File: src/rtl/angle_hold_pkg.sv
package angle_hold_pkg;

    typedef enum logic [1:0] {
        SEL_NONE = 2'd0,
        SEL_HI   = 2'd1,
        SEL_LO   = 2'd2
    } byte_sel_e;

    // High-byte enable wins when both are asserted.
    function automatic byte_sel_e pick_byte(input logic hi_n, input logic lo_n);
        if (!hi_n)      return SEL_HI;
        else if (!lo_n) return SEL_LO;
        else            return SEL_NONE;
    endfunction

endpackage

File: src/rtl/inh_sync.sv
module inh_sync #(
    parameter int STAGES = 2
) (
    input  logic clk,
    input  logic rst_n,
    input  logic inh_n,
    output logic inh_s
);
    typedef struct packed {
        logic [STAGES-1:0] chain;
    } sync_state_t;

    sync_state_t st_d, st_q;

    always_comb begin
        st_d = st_q;
        st_d.chain = (st_q.chain << 1) | STAGES'(inh_n);
    end

    always_ff @(posedge clk) begin
        if (!rst_n) st_q <= '{chain: '1};
        else        st_q <= st_d;
    end

    assign inh_s = st_q.chain[STAGES-1];
endmodule

File: src/rtl/snap_latch.sv
module snap_latch #(
    parameter int ANGLE_W = 16
) (
    input  logic               clk,
    input  logic               rst_n,
    input  logic [ANGLE_W-1:0] live_angle,
    input  logic               live_valid,
    input  logic               inh_s,
    output logic [ANGLE_W-1:0] track_word,
    output logic [ANGLE_W-1:0] hold_word
);
    typedef struct packed {
        logic [ANGLE_W-1:0] sample;
        logic [ANGLE_W-1:0] hold;
        logic               inh_prev;
    } snap_state_t;

    snap_state_t st_d, st_q;
    logic [ANGLE_W-1:0] newest;

    always_comb begin
        st_d = st_q;
        newest = live_valid ? live_angle : st_q.sample;
        st_d.sample = newest;
        // Follow while released; the first low edge also captures.
        if (inh_s || st_q.inh_prev) st_d.hold = newest;
        st_d.inh_prev = inh_s;
    end

    always_ff @(posedge clk) begin
        if (!rst_n) st_q <= '{sample: '0, hold: '0, inh_prev: 1'b1};
        else        st_q <= st_d;
    end

    assign track_word = st_q.sample;
    assign hold_word  = st_q.hold;

    assert_tracks_under_inhibit_R3: assert property (@(posedge clk) disable iff (!rst_n)
        live_valid |=> track_word == $past(live_angle));

    assert_snapshot_frozen_R4: assert property (@(posedge clk) disable iff (!rst_n)
        (!inh_s && !st_q.inh_prev) |=> $stable(hold_word));
endmodule

File: src/rtl/byte_drv.sv
module byte_drv
    import angle_hold_pkg::*;
#(
    parameter int ANGLE_W = 16,
    parameter int EN_LAT  = 2,
    parameter int DIS_LAT = 3
) (
    input  logic               clk,
    input  logic               rst_n,
    input  logic [ANGLE_W-1:0] hold_word,
    input  logic               en_hi_n,
    input  logic               en_lo_n,
    output logic [7:0]         bus_dout,
    output logic               bus_oe,
    output logic               bus_conflict
);
    localparam int LO_W  = ANGLE_W - 8;
    localparam int ON_W  = $clog2(EN_LAT + 1);
    localparam int OFF_W = $clog2(DIS_LAT + 1);

    typedef struct packed {
        logic             oe;
        logic [ON_W-1:0]  on_cnt;
        logic [OFF_W-1:0] off_cnt;
        logic [7:0]       data;
    } drv_state_t;

    drv_state_t st_d, st_q;
    byte_sel_e  sel;
    logic       en_any;
    logic [7:0] hi_byte, lo_byte;

    always_comb begin
        hi_byte = hold_word[ANGLE_W-1 -: 8];
        lo_byte = '0;
        lo_byte[7 -: LO_W] = hold_word[LO_W-1:0];
    end

    always_comb begin
        st_d   = st_q;
        sel    = pick_byte(en_hi_n, en_lo_n);
        en_any = (sel != SEL_NONE);
        case (sel)
            SEL_HI:  st_d.data = hi_byte;
            SEL_LO:  st_d.data = lo_byte;
            default: st_d.data = st_q.data;
        endcase
        if (en_any) begin
            st_d.off_cnt = '0;
            if (!st_q.oe) begin
                st_d.on_cnt = st_q.on_cnt + 1'b1;
                if (st_q.on_cnt + 1'b1 == ON_W'(EN_LAT)) begin
                    st_d.oe     = 1'b1;
                    st_d.on_cnt = '0;
                end
            end
        end else begin
            st_d.on_cnt = '0;
            if (st_q.oe) begin
                st_d.off_cnt = st_q.off_cnt + 1'b1;
                if (st_q.off_cnt + 1'b1 == OFF_W'(DIS_LAT)) begin
                    st_d.oe      = 1'b0;
                    st_d.off_cnt = '0;
                end
            end
        end
    end

    always_ff @(posedge clk) begin
        if (!rst_n) st_q <= '0;
        else        st_q <= st_d;
    end

    assign bus_oe       = st_q.oe;
    assign bus_dout     = st_q.oe ? st_q.data : 8'h00;
    assign bus_conflict = !en_hi_n && !en_lo_n;

    assert_drive_needs_enable_R8: assert property (@(posedge clk) disable iff (!rst_n)
        $rose(bus_oe) |-> $past(!en_hi_n || !en_lo_n));

    assert_release_before_float_R9: assert property (@(posedge clk) disable iff (!rst_n)
        $fell(bus_oe) |-> $past(en_hi_n && en_lo_n));

    assert_high_byte_priority_R10: assert property (@(posedge clk) disable iff (!rst_n)
        (!en_hi_n && !en_lo_n) |=> st_q.data == $past(hi_byte));
endmodule

File: src/rtl/angle_hold_bus.sv
module angle_hold_bus #(
    parameter int ANGLE_W = 16,
    parameter int INH_LAT = 4,
    parameter int EN_LAT  = 2,
    parameter int DIS_LAT = 3
) (
    input  logic               clk,
    input  logic               rst_n,
    input  logic [ANGLE_W-1:0] live_angle,
    input  logic               live_valid,
    input  logic               inh_n,
    input  logic               en_hi_n,
    input  logic               en_lo_n,
    output logic [7:0]         bus_dout,
    output logic               bus_oe,
    output logic               bus_conflict,
    output logic [ANGLE_W-1:0] track_word
);
    // Snapshot capture and byte register use two edges; the rest is synchronizer.
    localparam int SYNC_STAGES = INH_LAT - 2;

    logic               inh_s;
    logic [ANGLE_W-1:0] hold_word;

    inh_sync #(.STAGES(SYNC_STAGES)) u_sync (
        .clk   (clk),
        .rst_n (rst_n),
        .inh_n (inh_n),
        .inh_s (inh_s)
    );

    snap_latch #(.ANGLE_W(ANGLE_W)) u_snap (
        .clk        (clk),
        .rst_n      (rst_n),
        .live_angle (live_angle),
        .live_valid (live_valid),
        .inh_s      (inh_s),
        .track_word (track_word),
        .hold_word  (hold_word)
    );

    byte_drv #(.ANGLE_W(ANGLE_W), .EN_LAT(EN_LAT), .DIS_LAT(DIS_LAT)) u_drv (
        .clk          (clk),
        .rst_n        (rst_n),
        .hold_word    (hold_word),
        .en_hi_n      (en_hi_n),
        .en_lo_n      (en_lo_n),
        .bus_dout     (bus_dout),
        .bus_oe       (bus_oe),
        .bus_conflict (bus_conflict)
    );

    assert_quiet_when_floating_R7: assert property (@(posedge clk) disable iff (!rst_n)
        !bus_oe |-> bus_dout == 8'h00);
endmodule

File: config.mk
export PLATFORM = sky130hd
export DESIGN_NAME = angle_hold_bus
export DESIGN_NICKNAME = d
export VERILOG_FILES = /design/src/rtl/angle_hold_pkg.sv /design/src/rtl/inh_sync.sv /design/src/rtl/snap_latch.sv /design/src/rtl/byte_drv.sv /design/src/rtl/angle_hold_bus.sv
export SDC_FILE = /design/constraint.sdc
export NUM_CORES = 1
export LEC_CHECK = 0
export CORE_MARGIN = 2
export CORE_UTILIZATION = 52
export CTS_BUF_LIST = sky130_fd_sc_hd__clkbuf_2
export CTS_CLUSTER_DIAMETER = 40
export DETAILED_ROUTE_END_ITERATION = 6
export PLACE_DENSITY = 0.84
export SYNTH_ARGS = -nofsm -noshare
export SYNTH_HDL_FRONTEND = slang
export SYNTH_HIERARCHICAL = 1
export SYNTH_SLANG_ARGS = --single-unit
File: constraint.sdc
create_clock -name clk -period 1.2 [get_ports clk]
set_input_delay 0.24 -clock clk [delete_from_list [all_inputs] [get_ports clk]]
set_output_delay 0.24 -clock clk [all_outputs]
set_load 0.01 [all_outputs]
==> impl_metrics.json <==
{
  "status": "finished, violations left",
  "violations": "setup timing",
  "synth_top_cell_by_area": "dfxtp_1",
  "synth_cell_type_count": 23,
  "worst_slew_pin_slew_ps": 557.7,
  "p_per_area_nw_per_um2": 1127,
  "fmax_mhz": 702.9,
  "synth-seq-cells": 48,
  "wirelength_um": 3848,
  "period_share_pct": 118.6,
  "gp_congestion": 0.7723,
  "die_w_um": 67.83,
  "synth_mux_area_share_pct": 11.34,
  "fin_ws_ps": -222.7,
  "dp_hpwl_um": 2569,
  "num_vias": 1439,
  "hold_path_class": "input port to flip-flop",
  "areaGrowthSynthToFinish_pct": 19.79,
  "seqPwrFrac_pct": 61.4,
  "drc": 0,
  "drt_first_pass_iters": 4,
  "routed_via_density": 5.121,
  "cts_tree": "yes",
  "ant_nets": 0,
  "grt_pass1_wl_um": 6258,
  "internal-power_mw": 2.143,
  "routedWlPerCell_um": 13.69,
  "ys_top_cells_by_area": "dfxtp_1 (45%), buf_4 (12%), mux2i_1 (11%), a21oi_1 (6.1%), o31ai_1 (5.7%)",
  "cp_max_fo": 3,
  "p_comb_share_pct": 17.2,
  "yosys.cell_count.top_type": "dfxtp_1",
  "io_buffers": 47,
  "cp.arrival_ps": 1180,
  "grt_max_degree": 48,
  "synthFlopType": "dfxtp_1",
  "synth_fa_ha_area_share_pct": 0,
  "core_area_um2": 3971,
  "hold_viol": 0,
  "clock_sinks": 48,
  "htreeDepth": 2,
  "drive_gt1_share_pct": 30.74,
  "end_kind": "output pin",
  "grt_remaining_overflow": 0,
  "drt-met1-wl_um": 1815,
  "antenna_found_initial": 0,
  "setup_viol": 9,
  "path_class": "flip-flop to output pin",
  "highest_layer": "met4",
  "fin_area_um2": 2537,
  "synth_edf_count": 0,
  "synthXorXnorAreaFrac_pct": 0.4135,
  "root_buffer": "clkbuf_2",
  "yosys-top-cells-count": "dfxtp_1 (48), buf_4 (35), a21oi_1 (26)",
  "layout.nets": 252,
  "synth_top_family_by_area": "buffers and inverters",
  "final_core_util_pct": 63.89,
  "async_reset_ff_share_pct": 0,
  "drt_iter0_markers": 51,
  "die_area_um2": 4600,
  "pin_count": 48,
  "grtUsageTotal_pct": 18.27,
  "syn_nets": 236,
  "finalHoldWorstSlack_ps": 368.8,
  "syn_inst": 214,
  "maxCapViolCount": 0,
  "die_h_um": 67.83,
  "relSlewSlack_pct": 62.82,
  "p_sw_share_pct": 25.10,
  "clock_power_share_pct": 21.4,
  "yosysWarnings": 6,
  "insertion_delay_ps": 410,
  "finalClockSkew_ps": 14.99,
  "dp_slack_ps": -392.6,
  "cp_data_required_time_ps": 960,
  "syn_avg_cell_area_um2": 9.899,
  "nFillCells": 348,
  "cts_buffers": 5,
  "syn_area_um2": 2118,
  "path_clk_slew_ps": 210,
  "dpl_cell_area_um2": 2390,
  "cts_buffer_depth": 2,
  "post-route-min-period_ps": 1423,
  "cp-start-kind": "flip-flop",
  "initial_utilization_pct": 53.34,
  "diodes": 0,
  "synth_top_area_share_pct": 45.36,
  "slew_viol_final": 0,
  "switchingPower_mw": 0.7180,
  "dr_wl_met2_um": 1846,
  "synthSimpleGateAreaFrac_pct": 11.58,
  "ys_seq_area_share_pct": 45.36,
  "p_leak_nw": 1.047,
  "first_global_vias": 1310,
  "fin_cells": 281,
  "fp-row-count": 23,
  "ir_drop_uv": 732.2,
  "dp_cells": 270,
  "wl_met3_um": 162,
  "synth-compound-area-share_pct": 14.77,
  "rsz0062_at_grt": "yes"
}
## path summary, 6_finish.rpt
kind / startpoint / to / slack [ps] / cells past startpoint
worst max register to register: u_drv/bus_oe / u_drv/st_q[8] / 10 / 4
worst max-delay path: u_drv/bus_oe / bus_dout[5] / -220 / 3
worst min register to register: u_sync/st_q[0] / u_sync/st_q[1] / 440 / 1
worst min-delay path: inh_n / u_sync/st_q[0] / 370 / 2
## through the flow
| step | setup TNS, ps | power, mW |
|---|---|---|
| 2_1_floorplan | 0 | 2.087 |
| 4_1_cts | -2123 | 2.849 |
| 6_report | -1885 | 2.861 |
| 3_3_place_gp | -10500 | 2.216 |
| 3_5_place_dp | -10870 | 2.228 |
| 5_1_grt | -2581 | 3.026 |
## logic make-up after synthesis
logic type	Yosys count
XOR/XNOR	1
buffers and inverters	50
AO/OA/AOI/OAI	52
AND/OR/NAND/NOR	39
flip-flops	48
multiplexers	24
## critical path: stages (launching register included)
cell and delay [ps]:
dfxtp_4 400, buf_6 120, and2_4 140, buf_6 110
## per-layer routing
layer,up-vias,global-route usage [%]
met5,-,0
met4,0,5.250
met3,3,4.934
met2,31,28.68
met1,671,24.82
li1,734,-
## flip-flops by register name, summed over array words and instances, names as in the netlist
name / flops
u_snap/hold_word: 16
u_snap/track_word: 16
u_drv/st_q: 12
u_sync/st_q: 2
u_drv/bus_oe: 1
u_snap/st_q: 1
## cell type report
type | count | area [um^2] | area share (%)
multi-input cells | 116 | 833.3 | 32.84
repair buffers | 58 | 614.3 | 24.21
well taps | 50 | 62.56 | 2.465
clock inverters | 1 | 3.754 | 0.1479
inverters | 1 | 3.754 | 0.1479
clock buffers | 7 | 35.03 | 1.381
flip-flops and latches | 48 | 984.7 | 38.81
## power by group through the flow
| stage | clock network, mW | logic, mW | registers [mW] |
|---|---|---|---|
| final | 0.612 | 0.491 | 1.76 |
| after global routing | 0.720 | 0.535 | 1.77 |
| after CTS | 0.647 | 0.452 | 1.75 |
| after detailed placement | 0 | 0.448 | 1.78 |
| after global placement | 0 | 0.440 | 1.78 |
| after floorplan | 0 | 0.323 | 1.76 |
## cells in the final DEF, fill, tap and decap left out, types with 2 or more instances in the layout
cell type        netlist  final
dfxtp_1               48     31
buf_6                  4     28
a21oi_1               26     25
mux2i_1               24     24
clkdlybuf4s50_1        0     20
nor2b_1               17     17
o31ai_1               16     16
dfxtp_2                0     16
and2_4                 0      8
o21ai_0                8      8
clkbuf_2               1      7
buf_4                 35      6
nand2b_1               5      5
buf_12                 0      2
nand3b_1               2      2
o2111a_1               2      2
## what timing repair did
| item | in CTS | in global routing |
|---|---|---|
| setup buffers | 4 | 0 |
| pin swaps | 4 | 1 |
| resized for setup | 143 | 20 |
| hold buffers | 0 | 0 |
| endpoints found under the hold margin | 0 | 0 |
| endpoints found under the setup margin | 27 | 26 |
No activity file was read; power rests on OpenSTA's default activity.
